### src/rtl/lsu_addr_pkg.sv
package lsu_addr_pkg;

  typedef enum logic [1:0] {
    AM_OFFSET = 2'd0,
    AM_PRE    = 2'd1,
    AM_POST   = 2'd2,
    AM_SPARE  = 2'd3
  } addr_mode_e;

  typedef enum logic [1:0] {
    OS_IMM      = 2'd0,
    OS_INDEX    = 2'd1,
    OS_SHIFT    = 2'd2,
    OS_SHIFT_B  = 2'd3
  } off_src_e;

  typedef enum logic [1:0] {
    SZ_BYTE   = 2'd0,
    SZ_HALF   = 2'd1,
    SZ_WORD   = 2'd2,
    SZ_WORD_B = 2'd3
  } acc_size_e;

  typedef enum logic {
    ST_IDLE = 1'b0,
    ST_WAIT = 1'b1
  } port_state_e;

endpackage

### src/rtl/lsu_offset_gen.sv
module lsu_offset_gen
  import lsu_addr_pkg::*;
#(
  parameter int AW   = 32,
  parameter int IMMW = 12,
  parameter int SHW  = 5
) (
  input  off_src_e          src,
  input  logic [IMMW-1:0]   imm,
  input  logic [AW-1:0]     index,
  input  logic [SHW-1:0]    shamt,
  output logic [AW-1:0]     offset
);

  localparam int PADW = AW - IMMW;

  logic [AW-1:0] imm_ext;
  logic [AW-1:0] idx_shifted;

  generate
    if (PADW > 0) begin : g_pad
      assign imm_ext = {{PADW{1'b0}}, imm};
    end else begin : g_trunc
      assign imm_ext = imm[AW-1:0];
    end
  endgenerate

  assign idx_shifted = index << shamt;

  always_comb begin
    unique case (src)
      OS_IMM:   offset = imm_ext;
      OS_INDEX: offset = index;
      default:  offset = idx_shifted;
    endcase
  end

endmodule

### src/rtl/lsu_addr_calc.sv
module lsu_addr_calc
  import lsu_addr_pkg::*;
#(
  parameter int AW = 32
) (
  input  logic [AW-1:0] base,
  input  logic [AW-1:0] offset,
  input  logic          sub,
  input  addr_mode_e    mode,
  output logic [AW-1:0] eff_addr,
  output logic [AW-1:0] upd_value,
  output logic          upd_need
);

  logic [AW-1:0] moved;

  assign moved = sub ? (base - offset) : (base + offset);

  always_comb begin
    eff_addr  = moved;
    upd_value = moved;
    upd_need  = 1'b0;
    unique case (mode)
      AM_PRE: begin
        upd_need = 1'b1;
      end
      AM_POST: begin
        eff_addr = base;
        upd_need = 1'b1;
      end
      default: begin
        upd_value = base;
      end
    endcase
  end

endmodule

### src/rtl/lsu_load_format.sv
module lsu_load_format
  import lsu_addr_pkg::*;
#(
  parameter int DW = 32
) (
  input  logic [DW-1:0]          rdata,
  input  logic [$clog2(DW/8)-1:0] lane,
  input  acc_size_e              size,
  input  logic                   sgn,
  input  logic                   big,
  output logic [DW-1:0]          data
);

  localparam int NLANE = DW / 8;
  localparam int LW    = $clog2(NLANE);

  logic [7:0]    lane_b [NLANE];
  logic [DW-1:0] word_rev;
  logic [7:0]    pick_b;
  logic [15:0]   pick_h;
  logic [LW-1:0] h_lo;
  logic [LW-1:0] h_hi;

  generate
    for (genvar g = 0; g < NLANE; g++) begin : g_lane
      assign lane_b[g]             = rdata[8*g +: 8];
      assign word_rev[8*g +: 8]    = lane_b[NLANE-1-g];
    end
  endgenerate

  assign h_lo   = {lane[LW-1:1], 1'b0};
  assign h_hi   = {lane[LW-1:1], 1'b1};
  assign pick_b = lane_b[lane];
  assign pick_h = big ? {lane_b[h_lo], lane_b[h_hi]}
                      : {lane_b[h_hi], lane_b[h_lo]};

  always_comb begin
    unique case (size)
      SZ_BYTE: data = sgn ? {{(DW-8){pick_b[7]}}, pick_b}
                          : {{(DW-8){1'b0}}, pick_b};
      SZ_HALF: data = sgn ? {{(DW-16){pick_h[15]}}, pick_h}
                          : {{(DW-16){1'b0}}, pick_h};
      default: data = big ? word_rev : rdata;
    endcase
  end

endmodule

### src/rtl/lsu_addr_unit.sv
module lsu_addr_unit
  import lsu_addr_pkg::*;
#(
  parameter int AW   = 32,
  parameter int DW   = 32,
  parameter int IMMW = 12,
  parameter int SHW  = 5,
  parameter int RW   = 4
) (
  input  logic            clk,
  input  logic            rst_n,
  input  logic            cfg_big_endian,
  input  logic            op_valid,
  output logic            op_ready,
  input  logic            op_load,
  input  logic [1:0]      op_mode,
  input  logic [1:0]      op_off_src,
  input  logic            op_sub,
  input  logic [1:0]      op_size,
  input  logic            op_signed,
  input  logic [AW-1:0]   op_base,
  input  logic [AW-1:0]   op_index,
  input  logic [IMMW-1:0] op_imm,
  input  logic [SHW-1:0]  op_shamt,
  input  logic [RW-1:0]   op_base_reg,
  input  logic [RW-1:0]   op_dst_reg,
  output logic            mem_req,
  output logic            mem_write,
  output logic [AW-1:0]   mem_addr,
  output logic [1:0]      mem_size,
  input  logic            mem_ready,
  input  logic [DW-1:0]   mem_rdata,
  output logic            wb_en,
  output logic [RW-1:0]   wb_reg,
  output logic [AW-1:0]   wb_value,
  output logic            ld_en,
  output logic [RW-1:0]   ld_reg,
  output logic [DW-1:0]   ld_data,
  output logic            wb_conflict
);

  localparam int LW = $clog2(DW/8);

  // ---------------------------------------------------------------
  // Address datapath
  // ---------------------------------------------------------------
  logic [AW-1:0] offset;
  logic [AW-1:0] eff_addr;
  logic [AW-1:0] upd_value;
  logic          upd_need;

  lsu_offset_gen #(.AW(AW), .IMMW(IMMW), .SHW(SHW)) u_off (
    .src    (off_src_e'(op_off_src)),
    .imm    (op_imm),
    .index  (op_index),
    .shamt  (op_shamt),
    .offset (offset)
  );

  lsu_addr_calc #(.AW(AW)) u_calc (
    .base      (op_base),
    .offset    (offset),
    .sub       (op_sub),
    .mode      (addr_mode_e'(op_mode)),
    .eff_addr  (eff_addr),
    .upd_value (upd_value),
    .upd_need  (upd_need)
  );

  // ---------------------------------------------------------------
  // State
  // ---------------------------------------------------------------
  port_state_e   state_q, state_d;
  logic [AW-1:0] addr_q, addr_d;
  logic [AW-1:0] upd_q, upd_d;
  logic          need_q, need_d;
  logic          load_q, load_d;
  acc_size_e     size_q, size_d;
  logic          sgn_q, sgn_d;
  logic [RW-1:0] breg_q, breg_d;
  logic [RW-1:0] dreg_q, dreg_d;
  logic          big_q, big_d;
  logic          strap_done_q, strap_done_d;

  logic accept;
  logic commit;
  logic clash;

  assign op_ready = (state_q == ST_IDLE) && strap_done_q;
  assign accept   = op_valid && op_ready;
  assign commit   = (state_q == ST_WAIT) && mem_ready;
  assign clash    = load_q && need_q && (dreg_q == breg_q);

  // Strap capture: once, on the first edge after reset release.
  always_comb begin
    strap_done_d = strap_done_q;
    big_d        = big_q;
    if (!strap_done_q) begin
      strap_done_d = 1'b1;
      big_d        = cfg_big_endian;
    end
  end

  // Request capture and port state.
  always_comb begin
    state_d = state_q;
    addr_d  = addr_q;
    upd_d   = upd_q;
    need_d  = need_q;
    load_d  = load_q;
    size_d  = size_q;
    sgn_d   = sgn_q;
    breg_d  = breg_q;
    dreg_d  = dreg_q;
    unique case (state_q)
      ST_IDLE: begin
        if (accept) begin
          state_d = ST_WAIT;
          addr_d  = eff_addr;
          upd_d   = upd_value;
          need_d  = upd_need;
          load_d  = op_load;
          size_d  = acc_size_e'(op_size);
          sgn_d   = op_signed;
          breg_d  = op_base_reg;
          dreg_d  = op_dst_reg;
        end
      end
      default: begin
        if (mem_ready) begin
          state_d = ST_IDLE;
        end
      end
    endcase
  end

  always_ff @(posedge clk or negedge rst_n) begin
    if (!rst_n) begin
      strap_done_q <= 1'b0;
      big_q        <= 1'b0;
    end else if (!strap_done_q) begin
      strap_done_q <= strap_done_d;
      big_q        <= big_d;
    end
  end

  always_ff @(posedge clk or negedge rst_n) begin
    if (!rst_n) begin
      state_q <= ST_IDLE;
    end else begin
      state_q <= state_d;
    end
  end

  always_ff @(posedge clk or negedge rst_n) begin
    if (!rst_n) begin
      addr_q <= '0;
      upd_q  <= '0;
      need_q <= 1'b0;
      load_q <= 1'b0;
      size_q <= SZ_BYTE;
      sgn_q  <= 1'b0;
      breg_q <= '0;
      dreg_q <= '0;
    end else if (accept) begin
      addr_q <= addr_d;
      upd_q  <= upd_d;
      need_q <= need_d;
      load_q <= load_d;
      size_q <= size_d;
      sgn_q  <= sgn_d;
      breg_q <= breg_d;
      dreg_q <= dreg_d;
    end
  end

  // ---------------------------------------------------------------
  // Memory port and results
  // ---------------------------------------------------------------
  logic [DW-1:0] fmt_data;

  lsu_load_format #(.DW(DW)) u_fmt (
    .rdata (mem_rdata),
    .lane  (addr_q[LW-1:0]),
    .size  (size_q),
    .sgn   (sgn_q),
    .big   (big_q),
    .data  (fmt_data)
  );

  assign mem_req     = (state_q == ST_WAIT);
  assign mem_write   = mem_req && !load_q;
  assign mem_addr    = addr_q;
  assign mem_size    = size_q;

  assign ld_en       = commit && load_q;
  assign ld_reg      = dreg_q;
  assign ld_data     = ld_en ? fmt_data : '0;
  assign wb_en       = commit && need_q && !clash;
  assign wb_reg      = breg_q;
  assign wb_value    = wb_en ? upd_q : '0;
  assign wb_conflict = commit && clash;

  // ---------------------------------------------------------------
  // Assertions
  // ---------------------------------------------------------------
  p_hold_port_r9: assert property (@(posedge clk) disable iff (!rst_n)
    (mem_req && !mem_ready) |=> (mem_req && $stable(mem_addr) && $stable(mem_size)
                                 && $stable(mem_write)));

  p_busy_no_accept_r9: assert property (@(posedge clk) disable iff (!rst_n)
    mem_req |-> !op_ready);

  p_commit_on_ready_r10: assert property (@(posedge clk) disable iff (!rst_n)
    (wb_en || ld_en) |-> (mem_req && mem_ready));

  p_store_no_load_r10: assert property (@(posedge clk) disable iff (!rst_n)
    mem_write |-> !ld_en);

  p_load_wins_r11: assert property (@(posedge clk) disable iff (!rst_n)
    wb_conflict |-> (ld_en && !wb_en && (ld_reg == wb_reg)));

  p_strap_frozen_r8: assert property (@(posedge clk) disable iff (!rst_n)
    strap_done_q |=> ($stable(big_q) && strap_done_q));

  p_ubyte_zero_r5: assert property (@(posedge clk) disable iff (!rst_n)
    (ld_en && size_q == SZ_BYTE && !sgn_q) |-> (ld_data[DW-1:8] == '0));

  p_shalf_fill_r6: assert property (@(posedge clk) disable iff (!rst_n)
    (ld_en && size_q == SZ_HALF && sgn_q) |->
      (ld_data[DW-1:16] == {(DW-16){ld_data[15]}}));

endmodule

### config.mk
export PLATFORM = sky130hd
export DESIGN_NAME = lsu_addr_unit
export DESIGN_NICKNAME = d
export VERILOG_FILES = /design/src/rtl/lsu_addr_pkg.sv /design/src/rtl/lsu_offset_gen.sv /design/src/rtl/lsu_addr_calc.sv /design/src/rtl/lsu_load_format.sv /design/src/rtl/lsu_addr_unit.sv
export SDC_FILE = /design/constraint.sdc
export NUM_CORES = 1
export LEC_CHECK = 0
export BUFFER_PORTS_ARGS = -buffer_cell sky130_fd_sc_hd__buf_4
export CAP_MARGIN = 20
export CORE_ASPECT_RATIO = 1.1
export CORE_MARGIN = 3
export CORE_UTILIZATION = 30
export DETAILED_ROUTE_END_ITERATION = 10
export PLACE_DENSITY = 0.53
export SYNTH_ARGS = -nofsm -noshare
export SYNTH_HDL_FRONTEND = slang
export SYNTH_SLANG_ARGS = --single-unit
### constraint.sdc
create_clock -name clk -period 6.1 [get_ports clk]
set_input_delay 0.915 -clock clk [delete_from_list [all_inputs] [get_ports clk]]
set_output_delay 0.915 -clock clk [all_outputs]
set_load 0.05 [all_outputs]
==> results by group <==
Status
  • Outcome: finished clean

Place
  • Placed insts: 1853
  • IO buf count: around 250
  • GPL Wtd Cong: 0.912
  • Post-DP HPWL: about 28 mm

Worst setup path
  • Start of the worst register-to-register path: mem_req
  • Worst EP required: ~6.3 ns
  • Worst reg2reg setup slack: between 4 and 5 ns
  • CP startpoint kind: input pin
  • Reg2Reg Depth: 5
  • FF-to-FF End: upd_q[17]
  • CP endpoint kind: register
  • Crit-path max FO: 9
  • Critical Path AT: 5.79 ns
  • Setup CP Type: input pin to register

Timing
  • Setup_tns: 0 ns
  • Fin crit period: around 5.6 ns
  • Clk_skew: 0.0133 ns
  • Hold Vio Cnt, Final: 0
  • Slew HR: 0.343
  • Hold slack: 0.339 ns
  • Final setup fails: 0
  • Worst slew pin tran: between 0.9 and 1 ns
  • RSZ-0062 raised after global routing: no
  • Final Cycle Share: 0.910
  • Max-slew violations: 0
  • Fmax: between 0.15 and 0.2 GHz

Logic synthesis
  • Post-synth cell types: 76
  • Syn nets: 1380
  • Mux cell area share after synthesis: 0.217
  • Yosys warns: 0
  • Synth Area in Compound Gates: 0.246
  • Main combinational cell family by area after synthesis: compound AO/OA/AOI/OAI gates
  • Synth Flop Type: dfrtp_1
  • Simple logic cell fraction of the synthesized area: 0.192
  • Adder-Cell Fraction of Synth Area: 0.0438
  • Cell taking the most area after synthesis: dfrtp_1
  • Synth area leaders: dfrtp_1 20%, mux2i_1 10%, mux4_2 8.9%
  • FF+latch count, synth: 80
  • Post-Synth XOR/XNOR Area: 0.0478
  • Synth top area share: 0.202
  • Cells after Synth: around 1200
  • Sequential share of the synthesized area: 0.202
  • Asr flop ratio synth: 1.00
  • Syn Area/Cell: between 8 and 9 um^2
  • Syn Std Cell Area: around 10000 um^2
  • Number of flops mapped to enable cells by yosys: 0

Final layout
  • Area delta synth->final: 28.6%
  • Finished Layout Cells: around 1900
  • Util after Layout: 0.393
  • Post-layout net count: ~1600
  • Layout cells sized above 1: 0.281
  • Area of the multi-input gates: ~7400 um^2
  • Sequential cell area: between 2000 and 2500 um^2
  • Fillers: about 3400

Die
  • Std cell rows: 69
  • Chip Height: a little under 200 um
  • Die X: 179 um
  • Core area: about 32000 um^2
  • Die area: around 35000 um^2
  • I/O pins: 247
  • Starting density of the core: 0.306

Pwr
  • Int Pwr: around 1.7 mW
  • Sw Share: 0.471
  • Maximum vdd drop: between 0.1 and 0.15 mV
  • PwrDens: 252 nW/um^2
  • Net Sw Power: between 1.5 and 2 mW
  • Total power: 3.21 mW
  • Clk pwr share: 0.161
  • Leakage: around 5.8 nW
  • Reg power frac: 0.248
  • Combinational power share: 0.592

Global route
  • GRT busiest layer: met2
  • Met1 global-route usage: 0.279
  • Number of global-route vias before repair: 9676
  • First-pass GRT wire length: 55.6 mm
  • Met3 Use GR: 0.0222
  • Pin count of the biggest net entering global routing: around 100
  • Initial antenna violation count: 1
  • Total congestion overflow: 0
  • Met2 Usage GRT: 0.317
  • Gr usage total: 0.196

Routing
  • Vias: 10100
  • Final routed DRC violation total: 0
  • Initial DRC Count: ~710
  • ANT nets after route: 0
  • Avg WL per Cell: 19.1 um
  • Vias per inst: ~5.4
  • Drt pass-1 iters: 5
  • Routed wire length: approximately 36 mm

Clocking
  • Clock buffer depth: 2
  • Clock Latency Late Sink: approximately 0.34 ns
  • CTS resizes: 0
  • Post-CTS Setup Bufs: 0
  • Post-CTS Hold Buffers: 0
  • Clock Sinks: 80
  • CTS H-tree lvls: 3
  • Clock-pin slew on the worst setup and hold paths: about 0.07 ns
  • Total CTS buffers: 9
  • CTS tree: done
  • Root buffer cell: clkbuf_16

Worst hold path
  • Hold/Removal Path Class: input pin to async pin

Flow run
  • Maxcap violations: 0
==> routing by layer <==
| layer | part of all wire | wire (um) |
|---|---|---|
| met3 | 0.064 | 2290 |
| met5 | 0 | 0 |
| met2 | 0.46 | 16500 |
| met4 | 0.018 | 629 |
| met1 | 0.46 | 16400 |
==> synth_stat cells (all sizes together), types with 4 or more instances <==
| cell | count |
|---|---|
| nand3b | 7 |
| xor2 | 34 |
| a21o | 19 |
| o21bai | 5 |
| mux4 | 41 |
| nand2 | 130 |
| a221o | 5 |
| and3 | 19 |
| buf | 29 |
| or2 | 4 |
| ha | 33 |
| o22ai | 8 |
| a31oi | 13 |
| a211oi | 26 |
| nor4b | 5 |
| a22oi | 8 |
| o211ai | 25 |
| o21a | 20 |
| nand4 | 4 |
| mux2 | 20 |
| nor3 | 12 |
| a21oi | 127 |
| xnor2 | 20 |
| clkbuf | 66 |
| nor2b | 12 |
| nor4 | 5 |
| o31ai | 9 |
| a32oi | 4 |
| nor2 | 90 |
| o21ai | 69 |
| a221oi | 9 |
| nand2b | 10 |
| dfrtp | 80 |
| nand3 | 21 |
| mux2i | 99 |
| and2 | 48 |
| inv | 23 |
| or4 | 4 |
==> per-stage QoR <==
stage | worst slack, ns | area [um^2]
floorplan | 0.354 | 9890
global placement | 0.252 | 12400
detailed placement | 0.207 | 12400
CTS | 0.547 | 12600
global route | 0.133 | 12700
finish | 0.549 | 12700
==> power by group through the flow <==
stage	Combinational [mW]	Clock (mW)	Sequential (mW)
floorplan	1.01	0	1.06
global placement	1.88	0	0.801
detailed placement	1.89	0	0.807
CTS	1.90	0.528	0.798
global route	2.07	0.551	0.816
finish	1.90	0.515	0.794
==> kinds of logic (layout without fill, tap and decap cells) <==
group	after synthesis	after routing
xor gates and xnor gates	54	54
muxes	160	160
DFF	80	80
adders and majority gates	34	34
buffers and inverters	119	354
other	1	2
and+or+nand+nor	385	385
AOI/OAI and AO/OA	378	378
==> placed cells by master (no fill, tap or decap), drive strengths merged, types with 13 or more instances in the layout <==
cell type	netlist	final
a211oi	26	26
a21o	19	19
a21oi	127	127
a31oi	13	13
and2	48	48
and3	19	19
buf	29	314
dfrtp	80	80
ha	33	33
inv	23	26
mux2	20	20
mux2i	99	99
mux4	41	41
nand2	130	130
nand3	21	21
nor2	90	90
o211ai	25	25
o21a	20	20
o21ai	69	69
xnor2	20	20
xor2	34	34
==> area by class of cell <==
cell class,instances,area share
Inverter,24,0.00709
Antenna cell,1,0.000197
Clock inverter,7,0.00413
Sequential cell,80,0.158
Clock buffer,9,0.0177
Multi-Input combinational cell,1012,0.582
Timing Repair Buffer,314,0.190
Tap cell,426,0.0419
==> critical path: stages <==
cell and delay [ns]:
buf_4 0.15, mux4_2 0.55, a221oi_2 0.28, a211oi_1 0.10, or4_4 0.53, or4b_4 0.56, and2b_1 0.27, nor2_1 0.06
xor2_1 0.15, ha_1 0.29, a21o_1 0.18, a21oi_1 0.26, nand2_1 0.07, o21ai_0 0.29, o21ai_0 0.24, a31oi_1 0.30
xor2_1 0.30, o211ai_1 0.12, o21a_1 0.14
==> how the worst max path moves through the flow <==
stage,from,to,cells after the start
after floorplan,op_shamt[3],mem_addr[31],23
after global placement,op_shamt[1],upd_q[26],21
after detailed placement,op_shamt[1],upd_q[26],21
after CTS,op_shamt[1],upd_q[26],21
after global routing,op_shamt[1],upd_q[26],21
final,op_shamt[1],upd_q[27],19
Power figures use the tool's default switching activity.
